File: src/rtl/drvsup_pkg.sv
package drvsup_pkg;
  typedef enum logic [1:0] {
    WK_ASLEEP = 2'd0,
    WK_SETTLE = 2'd1,
    WK_READY  = 2'd2
  } wake_state_t;
endpackage

File: src/rtl/oc_glitch_filter.sv
module oc_glitch_filter #(
  parameter int FILT = 4
) (
  input  logic clk,
  input  logic rst,
  input  logic sleep_n,
  input  logic flag,
  output logic hit
);
  localparam int CW = (FILT > 1) ? $clog2(FILT) : 1;
  localparam logic [CW-1:0] LAST = CW'(FILT - 1);

  logic [CW-1:0] run_cnt;

  always_ff @(posedge clk) begin
    if (rst || !sleep_n || !flag) begin
      run_cnt <= '0;
    end else if (run_cnt != LAST) begin
      run_cnt <= run_cnt + 1'b1;
    end
  end

  // the FILT-th consecutive high sample trips
  assign hit = sleep_n && flag && (run_cnt == LAST);
endmodule

File: src/rtl/oc_trip_latch.sv
module oc_trip_latch #(
  parameter int NB = 4
) (
  input  logic          clk,
  input  logic          rst,
  input  logic          sleep_n,
  input  logic [NB-1:0] hit,
  output logic          latch_d,
  output logic [NB-1:0] src_q
);
  logic          latch_q;
  logic [NB-1:0] first_hit;

  // isolate lowest set bit: lowest bridge index has priority
  assign first_hit = hit & (~hit + 1'b1);

  always_comb begin
    if (rst || !sleep_n) latch_d = 1'b0;
    else                 latch_d = latch_q || (|hit);
  end

  always_ff @(posedge clk) begin
    if (rst || !sleep_n) begin
      latch_q <= 1'b0;
      src_q   <= '0;
    end else begin
      latch_q <= latch_d;
      if (!latch_q && (|hit)) src_q <= first_hit;
    end
  end
endmodule

File: src/rtl/wake_timer.sv
module wake_timer
  import drvsup_pkg::*;
#(
  parameter int WAKE = 64
) (
  input  logic clk,
  input  logic rst,
  input  logic sleep_n,
  output logic ready
);
  localparam int CW = (WAKE > 1) ? $clog2(WAKE) : 1;
  localparam logic [CW-1:0] LAST = CW'(WAKE - 1);

  wake_state_t   state;
  logic [CW-1:0] cnt;

  always_ff @(posedge clk) begin
    if (rst || !sleep_n) begin
      state <= WK_ASLEEP;
      cnt   <= '0;
    end else begin
      unique case (state)
        WK_ASLEEP: begin
          cnt   <= CW'(1);
          state <= (WAKE == 1) ? WK_READY : WK_SETTLE;
        end
        WK_SETTLE: begin
          if (cnt == LAST) state <= WK_READY;
          else             cnt   <= cnt + 1'b1;
        end
        default: state <= WK_READY;
      endcase
    end
  end

  assign ready = (state == WK_READY);
endmodule

File: src/rtl/drv_fault_sup.sv
module drv_fault_sup #(
  parameter int NUM_BRIDGES = 4,
  parameter int OC_FILTER   = 4,
  parameter int WAKE_CYCLES = 64
) (
  input  logic                   clk,
  input  logic                   rst,
  input  logic [NUM_BRIDGES-1:0] oc_flag,
  input  logic                   ot_flag,
  input  logic                   uv_flag,
  input  logic                   gate_low_flag,
  input  logic                   sleep_n,
  output logic                   out_disable,
  output logic                   pump_en,
  output logic                   fault_n,
  output logic [NUM_BRIDGES-1:0] oc_source
);
  logic [NUM_BRIDGES-1:0] hit;
  logic                   oc_next;
  logic                   wake_ok;
  logic                   transient;

  for (genvar b = 0; b < NUM_BRIDGES; b++) begin : g_filt
    oc_glitch_filter #(.FILT(OC_FILTER)) u_filt (
      .clk     (clk),
      .rst     (rst),
      .sleep_n (sleep_n),
      .flag    (oc_flag[b]),
      .hit     (hit[b])
    );
  end

  oc_trip_latch #(.NB(NUM_BRIDGES)) u_latch (
    .clk     (clk),
    .rst     (rst),
    .sleep_n (sleep_n),
    .hit     (hit),
    .latch_d (oc_next),
    .src_q   (oc_source)
  );

  wake_timer #(.WAKE(WAKE_CYCLES)) u_wake (
    .clk     (clk),
    .rst     (rst),
    .sleep_n (sleep_n),
    .ready   (wake_ok)
  );

  assign transient = uv_flag || ot_flag || gate_low_flag;

  always_ff @(posedge clk) begin
    if (rst) begin
      out_disable <= 1'b1;
      pump_en     <= 1'b0;
      fault_n     <= 1'b1;
    end else begin
      out_disable <= !sleep_n || !wake_ok || transient || oc_next;
      pump_en     <= sleep_n;
      fault_n     <= !oc_next;
    end
  end
endmodule

File: config.mk
export PLATFORM = sky130hd
export DESIGN_NAME = drv_fault_sup
export DESIGN_NICKNAME = d
export VERILOG_FILES = /design/src/rtl/drvsup_pkg.sv /design/src/rtl/oc_glitch_filter.sv /design/src/rtl/oc_trip_latch.sv /design/src/rtl/wake_timer.sv /design/src/rtl/drv_fault_sup.sv
export SDC_FILE = /design/constraint.sdc
export NUM_CORES = 1
export LEC_CHECK = 0
export ABC_AREA = 1
export BUFFER_PORTS_ARGS = -buffer_cell sky130_fd_sc_hd__buf_2
export CAP_MARGIN = 20
export CORE_UTILIZATION = 38
export DETAILED_ROUTE_END_ITERATION = 12
export GPL_TIMING_DRIVEN = 0
export MAX_ROUTING_LAYER = met4
export PLACE_DENSITY = 0.67
export REMOVE_ABC_BUFFERS = 1
export SLEW_MARGIN = 0
export SYNTH_ARGS = -nofsm -noshare
export SYNTH_HDL_FRONTEND = slang
export SYNTH_SLANG_ARGS = --single-unit
File: constraint.sdc
create_clock -name clk -period 4.2 [get_ports clk]
set_clock_uncertainty 0.2 [all_clocks]
set_input_delay 0.84 -clock clk [delete_from_list [all_inputs] [get_ports clk]]
set_output_delay 0.84 -clock clk [all_outputs]
set_load 0.02 [all_outputs]
# Word level (Yosys, flattened, before mapping)
# Cells that the tools add are included.
# W data, S select, Z words.
totals:
  output_inout_bits: 7
  register_bits: 24
  latchBits: 0
  mem_bits_ro: 0
  mem_count: 0
  input_bits: 10
  ramBits: 0
classes:
  n_bitwise: 2
  n_lt_le_gt_ge: 0
  mux: 5
  n_shift: 0
  n_reduce_logical: 32
  div: 0
  n_eq_ne: 13
  multipliers: 0
  add_sub_neg: 6
ops:
  columns: ["operator", "n"]
  rows:
  - ["$pmux W6 S2", 1]
  - ["$logic_or A1 B1 Y1", 11]
  - ["$eq A2 B2 Y1 const B", 5]
  - ["$ne A2 B2 Y1 const B", 5]
  - ["$logic_and A1 B1 Y1", 9]
  - ["$add A2 B1 Y2 const B", 4]
  - ["$logic_not A1 Y1", 8]
  - ["$add A6 B1 Y6 const B", 1]
  - ["$eq A6 B6 Y1 const B", 1]
  - ["$mux W6", 1]
  - ["$add A4 B1 Y4 const B", 1]
  - ["$and A4 B4 Y4", 1]
  - ["$not A4 Y4", 1]
  - ["$pmux W2 S2", 1]
  - ["$reduce_or A4 Y1", 1]
  - ["$eq A2 B1 Y1 const B", 1]
  - ["$logic_not A2 Y1", 1]
  - ["$mux W2", 1]
  - ["$ne A2 B1 Y1 const B", 1]
  - ["$reduce_and A2 Y1", 1]
  - ["$reduce_bool A2 Y1", 1]
  - ["$mux W1", 1]

# Depth between registers and ports, before layout
# Gate-level depths: netlist of run 1.
logic_depth:
  word_depth: 6
  mapped_depth: 9

# Hierarchy
# Synthesis of run 1 repeated with hierarchy kept, for this count alone.
hier_totals:
  hier_cells: 178
  hier_area_um2: 1227.4
by_module_without_submodules:
  columns: ["mod", "seq_area_each_um2", "cells_each", "area_per_inst_um2", "instances"]
  rows:
  - ["oc_glitch_filter", 40.0, 18, 115.1, 4]
  - ["wake_timer", 160.2, 62, 449.2, 1]
  - ["oc_trip_latch", 100.1, 29, 210.2, 1]
  - ["drv_fault_sup", 60.1, 15, 107.6, 1]

# Worst setup path before layout of run 1
# Ideal clock, no wire load.
synth_timing:
  path_kind: "input port to flip-flop"
  start: "input sleep_n"
  end: "register g_filt[1].u_filt.run_cnt[1]"
  setup_time_ns: 0.066
  arrival_ns: 1.486
  path_buffers: 2
  required_time_ns: 3.934
  setup_slack_ns: 2.448
  path_stages: 7
  path_cell_list: "inv_1 or2_1 buf_6 clkinv_4 buf_12 nand2_4 a21oi_2"
synth_between:
  elab_chain_cells: 3
synth_rtl:
  columns: ["element", "line_no", "text"]
  rows:
  - ["start: declaration", "drv_fault_sup.sv:12", "input logic sleep_n,"]
  - ["$logic_not A1 Y1", "oc_glitch_filter.sv:16", "if (rst || !sleep_n || !flag) begin"]
  - ["$logic_or A1 B1 Y1 (2 in series)", "oc_glitch_filter.sv:16", null]
  - ["end signal: assignment", "oc_glitch_filter.sv:19", "run_cnt <= run_cnt + 1'b1;"]
  - ["end: declaration", "oc_glitch_filter.sv:13", "logic [CW-1:0] run_cnt;"]
# No other way between the ends.
# A chain may end at the register's enable or synchronous reset.

# Final worst setup path of run 1
layout_timing:
  start: "register u_latch.src_q[2]"
  end: "output oc_source[2]"
layout_rtl:
  columns: ["element", "line_no", "text"]
  rows:
  - ["start: declaration", "oc_trip_latch.sv:9", "output logic [NB-1:0] src_q"]
  - ["start signal: assignment", "oc_trip_latch.sv:28", "if (!latch_q && (|hit)) src_q <= first_hit;"]
  - ["end: declaration", "drv_fault_sup.sv:16", "output logic [NUM_BRIDGES-1:0] oc_source"]
# No word-level cell between the ends.

==> impl_metrics.ini, run 1 <==
[floorplanning]
ios = 17
die_area_um2 = 3150
rows = 19
initial_core_util_pct = 40.4
fp.dieH_um = 56.2
die-width_um = 56.2
core_um2 = 2760

[clock_network]
clk_pin_slew_ns = 0.12
clockBufferDepth = 2
htree_levels = 1
root_buffer = clkbuf_4
tritoncts = built
cts_hold_buffers = 0
post_cts_buffers = 0
cts_resized = 0
cts_buffers = 3
clock_latency_ns = 0.31
clock-sinks = 24

[finish]
layout-drive-gt1-share_pct = 21.3
areaGrowthSynthToFinish_pct = 11.1
num-fill-cells = 292
final_common_cell = nand2_1
final_cell_mix = nand2_1, dfxtp_1, nor2_1
fin_nets = 176
diodes = 0

[pwr]
seqPwrFrac_pct = 61.3
p_int_w = 0.000295
leakage_nw = 0.580
p_switching_w = 0.0000877
clock_power_share_pct = 31.4
combPwrFrac_pct = 7.3
peakVddDrop_mv = 0.290
power.density_nw_per_um2 = 309
sw_frac_of_total_pct = 22.9

[grt]
antenna_found_initial = 0
grt_pass1_vias = 903
grt_pass1_wl_um = 3510
grt_overflow = 0
grt_use_total_pct = 14.5
grt_max_degree = 14

[sta]
finalHoldViolCount = 0
slew-limit-headroom_pct = 76.8
finalWorstSetupSlack_ns = 2.33
finalSetupTns_ns = 0
finalSetupViolCount = 0
worstMarginPinSlew_ns = 0.349
finalCriticalPeriod_ns = 1.87
slew_violations = 0
max_freq_ghz = 0.533
finalCritPeriodShare_pct = 44.6
rsz0062_at_grt = false

[place]
gp_congestion = 0.839
dpl.hpwl_um = 1500
numPortBuffers = 16
preCtsSetupSlack_ns = 2.14

[setup_path]
timing.rr.start = u_wake.cnt[0]$_SDFFE_PP0P_
critical-path-max-stage-delay_ns = 0.36
worst-endpoint-arrival_ns = 0.83
crit_slowest_cell = dfxtp_1
critical_path.top_delay_family = flip-flops
crit_required_ns = 3.16
reg2reg_depth = 9
cp-start-kind = flop
critPathMaxFanout = 2
cp-end-kind = primary output
r2r_end = u_wake.cnt[1]$_SDFFE_PP0P_
path_depth = 1
path_class = flop to primary output
cp.buffers_inverters = 1
r2r_setup_slack_ns = 2.62
worstPathCellList = buf_2

[logic_synthesis]
synth_top_area_share_pct = 43.1
yosysUniqueCellTypes = 21
synth_largest_area_cell = dfxtp_1
ys_ff_latch = 24
synthCells = 142
synth.area.top_cells = dfxtp_1, nand2_1, nand3_1
netlist_area_um2 = 1110
yosysWarnings = 0
synth.avg_cell_area_um2 = 7.85
ys_seq_area_share_pct = 43.1

[route]
wl_per_cell_um = 9.83
drtIter0Drc = 18
viasPerCell = 4.73
drc = 0
antenna_left = 0
totalWireLength_um = 1880
vias = 903
first_pass_iters = 4

[hold_path]
hold_class = flop to flop
whs_path_depth = 2
hp-start = g_filt[0].u_filt.run_cnt[1]$_SDFFE_PP0P_
hold_end = g_filt[0].u_filt.run_cnt[1]$_SDFFE_PP0P_

[run_status]
status = complete, no violations

[job]
drv_cap = 0
[layout make-up]
| type | count | area [um^2] | area share (%) |
|---|---|---|---|
| inverter | 17 | 68.8 | 5.56 |
| sequential | 24 | 480 | 38.8 |
| tap | 31 | 38.8 | 3.13 |
| clock buffer | 4 | 36.3 | 2.93 |
| multi-input combinational | 99 | 534 | 43.1 |
| timing repair buffer | 16 | 80.1 | 6.46 |
[Yosys cell counts]
| cell type | n |
|---|---|
| a21oi_1 | 6 |
| a21oi_2 | 3 |
| buf_12 | 1 |
| buf_6 | 1 |
| clkinv_4 | 1 |
| dfxtp_1 | 24 |
| ha_1 | 5 |
| inv_1 | 16 |
| nand2_1 | 28 |
| nand2_2 | 1 |
| nand2_4 | 3 |
| nand3_1 | 15 |
| nand4_1 | 3 |
| nor2_1 | 20 |
| nor2_2 | 4 |
| nor3_1 | 1 |
| o21ai_0 | 3 |
| o21ai_2 | 1 |
| or2_1 | 1 |
| or2_2 | 1 |
| xor2_1 | 4 |
[state kept, by name, indices dropped and copies added (netlist names)]
| name | flops |
|---|---|
| u_wake.cnt | 6 |
| u_latch.latch_q | 1 |
| pump_en | 1 |
| g_filt.u_filt.run_cnt | 8 |
| u_latch.src_q | 4 |
| u_wake.state | 2 |
| out_disable | 1 |
| fault_n | 1 |
[layer usage]
layer	track usage, %	wire (um)	vias to the layer above
met1	16.5	848	391
met2	23.6	920	17
met4	6.27	33	0
met3	4.19	75	6
met5	-	0	-
li1	-	-	489
[power groups by stage]
stage / clock network (W) / logic, W / registers (W)
2_1_floorplan: 0 / 0.0000169 / 0.000240
3_3_place_gp: 0 / 0.0000271 / 0.000239
3_5_place_dp: 0 / 0.0000282 / 0.000240
4_1_cts: 0.000126 / 0.0000284 / 0.000235
5_1_grt: 0.000133 / 0.0000320 / 0.000235
6_report: 0.000120 / 0.0000280 / 0.000234
[cells by family after synthesis]
family                     Yosys count  synth area share, %
and+or+nand+nor                     77                 32.0
buffers and inverters               19                 8.98
xor gates and xnor gates             4                 3.14
DFF                                 24                 43.1
AOI/OAI and AO/OA                   13                 7.18
adders and majority gates            5                 5.61
[worst max-delay path by stage]
stage	from	endpoint	slack, ns
finish	u_latch.src_q[2]$_SDFFE_PP0P_	oc_source[2]	2.33
global route	u_latch.src_q[2]$_SDFFE_PP0P_	oc_source[2]	2.28
CTS	u_latch.src_q[2]$_SDFFE_PP0P_	oc_source[2]	2.31
detailed placement	sleep_n	u_wake.cnt[1]$_SDFFE_PP0P_	2.14
global placement	sleep_n	u_latch.src_q[3]$_SDFFE_PP0P_	2.16
floorplan	sleep_n	u_latch.src_q[3]$_SDFFE_PP0P_	2.45
[per-stage QoR]
step | cell area, um^2 | power, W | utilization (%) | std cells | hold WS [ns]
CTS | 1240 | 0.000389 | 44.9 | 191 | 0.284
global placement | 1200 | 0.000266 | 43.6 | 187 | 0.243
finish | 1240 | 0.000382 | 44.9 | 191 | 0.280
global route | 1240 | 0.000400 | 44.9 | 191 | 0.300
floorplan | 1080 | 0.000257 | - | 140 | 0.238
detailed placement | 1200 | 0.000268 | 43.6 | 187 | 0.266
No activity file was read; power rests on OpenSTA's default activity.
==> inputs of run 2 (changes only) <==
--- a/config.mk
+++ b/config.mk
@@ -5,14 +5,14 @@
 export SDC_FILE = /design/constraint.sdc
 export NUM_CORES = 1
 export LEC_CHECK = 0
-export ABC_AREA = 1
+export ABC_AREA = 0
 export BUFFER_PORTS_ARGS = -buffer_cell sky130_fd_sc_hd__buf_2
 export CAP_MARGIN = 20
 export CORE_UTILIZATION = 38
 export DETAILED_ROUTE_END_ITERATION = 12
 export GPL_TIMING_DRIVEN = 0
 export MAX_ROUTING_LAYER = met4
-export PLACE_DENSITY = 0.67
+export PLACE_DENSITY = 0.7
 export REMOVE_ABC_BUFFERS = 1
 export SLEW_MARGIN = 0
 export SYNTH_ARGS = -nofsm -noshare
==> constraint.sdc (replaced) <==
create_clock -name clk -period 1.65 [get_ports clk]
set_clock_uncertainty 0.2 [all_clocks]
set_input_delay 0.33 -clock clk [delete_from_list [all_inputs] [get_ports clk]]
set_output_delay 0.33 -clock clk [all_outputs]
set_load 0.02 [all_outputs]
==> run 2 against run 1 <==
Final area shrank 2.6%; setup slack lost 2.3 ns; critical endpoint is now u_latch.src_q[1]$_SDFFE_PP0P_; first-iteration DRC count shrank 44%; sequential cell count is the same; total power grew 150%; via count shrank 4.5%; core utilization grew 2.5 points; non-clock buffer count is the same; register-to-register slack lost 2.6 ns; largest power group unchanged; count of clock-buffer cells in the layout is the same; worst hold slack lost 0.25 ns.
==> impl_metrics.ini, run 2 <==
[route]
drc = 0
vias = 862
wl_per_cell_um = 11.1
antenna_left = 0
first_pass_iters = 4
drtIter0Drc = 10
viasPerCell = 5.29
totalWireLength_um = 1810

[place]
dpl.hpwl_um = 1350
dp.cells = 159
place_area_um2 = 1150
numPortBuffers = 16
gp_congestion = 0.896

[floorplanning]
core_um2 = 2540
die_area_um2 = 2980
fp.dieH_um = 54.6
ios = 17
rows = 18
initial_core_util_pct = 41.2
die-width_um = 54.6

[setup_path]
cp-end-kind = flop
path_class = flop to flop
worstPathCellList = ha_2 > nand2_1 > a21boi_2 > o21ba_2 > mux2i_1
worst-endpoint-arrival_ns = 1.64
crit_required_ns = 1.69
critPathMaxFanout = 4
cp-start-kind = flop
crit_slowest_cell = dfxtp_1
critical-path-max-stage-delay_ns = 0.37

[grt]
grt_max_degree = 15
grt_overflow = 0
antenna_found_initial = 0
grt_pass1_vias = 759
grt_pass1_wl_um = 2950
grt_use_total_pct = 14.4

[logic_synthesis]
synth_top_family_by_area = simple AND/OR/NAND/NOR gates
synth_simple_gate_area_share_pct = 22.5
synthCells = 115
synth_mux_area_share_pct = 5.72
synth.most_common_cell = dfxtp_1
synth_top_area_share_pct = 45.8
ys_top_cells_by_count = dfxtp_1, nor2_1, nand2_1
synth_compound_area_share_pct = 14.2
synth.area.top_cells = dfxtp_1, ha_1, mux2i_1
netlist_area_um2 = 1050
synth-xor-area-share_pct = 3.34
ys_seq_area_share_pct = 45.8
synth_largest_area_cell = dfxtp_1
ys_ff_latch = 24
synth_edf_count = 0
yosysUniqueCellTypes = 33
synth_ff_type = dfxtp_1
synth.avg_cell_area_um2 = 9.13
synthAdderAreaFrac_pct = 5.96
async_reset_ff_share_pct = 0
yosysWarnings = 0

[sta]
finalCritPeriodShare_pct = 96.7
finalSetupViolCount = 0
finalCriticalPeriod_ns = 1.60
slew_violations = 0
max_freq_ghz = 0.627
slew-limit-headroom_pct = 72.6
rsz0062_at_grt = true
whs_ns = 0.0297
finalHoldViolCount = 0
worstMarginPinSlew_ns = 0.411

[hold_path]
hold_class = input pin to flop

[pwr]
total_power_w = 0.000950
power.density_nw_per_um2 = 788
peakVddDrop_mv = 0.424
leakage_nw = 0.481

[finish]
final_cell_mix = dfxtp_1, nor2_1, buf_2
final_cell_area_um2 = 1210
regMostFlops = g_filt.u_filt.run_cnt
diodes = 0
fin_cells = 163
layout-drive-gt1-share_pct = 25.6
num-fill-cells = 260
areaGrowthSynthToFinish_pct = 14.9
multi_input_area_um2 = 557
final_common_cell = dfxtp_1
largest_reg_flops = 8
fin_nets = 149
seq_area_um2 = 488
reg.largest.list = g_filt.u_filt.run_cnt (8), u_wake.cnt (6), u_latch.src_q (4)

[clock_network]
tritoncts = built
clockBufferDepth = 2
clock_latency_ns = 0.31
post_cts_buffers = 0
clock-sinks = 24
htree_levels = 1
cts_buffers = 3
clk_pin_slew_ns = 0.13
root_buffer = clkbuf_4

[run_status]
status = complete, no violations

[job]
drv_cap = 0
## run 2: worst max-delay path: cells and delay by family, from the launching register on
kind	cells	cell delay, ns
mux	1	0.20
flops	1	0.37
fa+ha+maj	1	0.23
compound gates	2	0.43
simple gates	1	0.10
## run 2: timing repair
item                       in CTS  in global routing
hold buffers                    0                  0
pin swaps                       0                  1
cloned                          0                  0
resized for setup               1                  9
setup endpoints to repair       2                 11
## run 2: worst paths after layout
| kind | from | end | slack (ns) | depth (start not counted) |
|---|---|---|---|---|
| min reg2reg | u_latch.src_q[0]$_SDFFE_PP0P_ | u_latch.src_q[0]$_SDFFE_PP0P_ | 0.27 | 2 |
| min | gate_low_flag | out_disable$_SDFF_PP1_ | 0.03 | 3 |
| max | g_filt[0].u_filt.run_cnt[1]$_SDFFE_PP0P_ | u_latch.src_q[1]$_SDFFE_PP0P_ | 0.05 | 5 |
| max reg2reg | g_filt[0].u_filt.run_cnt[1]$_SDFFE_PP0P_ | u_latch.src_q[1]$_SDFFE_PP0P_ | 0.05 | 5 |
## run 2: logic make-up (layout without fill, tap and decap cells)
group                      count (synthesis)  after routing
and+or+nand+nor                           50             50
buffers and inverters                      4             22
xor gates and xnor gates                   4              4
AOI/OAI and AO/OA                         22             22
adders and majority gates                  5              5
muxes                                      6              6
DFF                                       24             24
## run 2: cell type report
cell class / instances / area share (%)
clock buffers: 4 / 3.01
inverters: 2 / 0.622
multi-input cells: 87 / 46.2
flip-flops and latches: 24 / 40.5
well taps: 30 / 3.11
repair buffers: 16 / 6.64
## run 2: power by group
group | total [W] | internal, W | switching, W
logic | 0.0000470 | 0.0000209 | 0.0000261
clock network | 0.000306 | 0.000135 | 0.000171
registers | 0.000597 | 0.000589 | 0.00000839
total | 0.000950 | 0.000744 | 0.000206
## run 2: stage by stage
step	setup slack (ns)	setup TNS, ns	utilization [%]
global route	-0.0491	-0.103	47.4
floorplan	0.167	0	-
detailed placement	-0.0425	-0.0813	45.1
global placement	-0.0267	-0.0424	45.1
CTS	0.0209	0	46.7
finish	0.0547	0	47.4
## run 2: metal layers
layer  part of all wire, %  track usage (%)  vias up  wire (um)
met1                    47             15.6      404        847
met3                   3.8             2.50        2         68
li1                      -                -      445          -
met4                  0.66             7.69        0         12
met5                     0                -        -          0
met2                    49             24.8       11        879
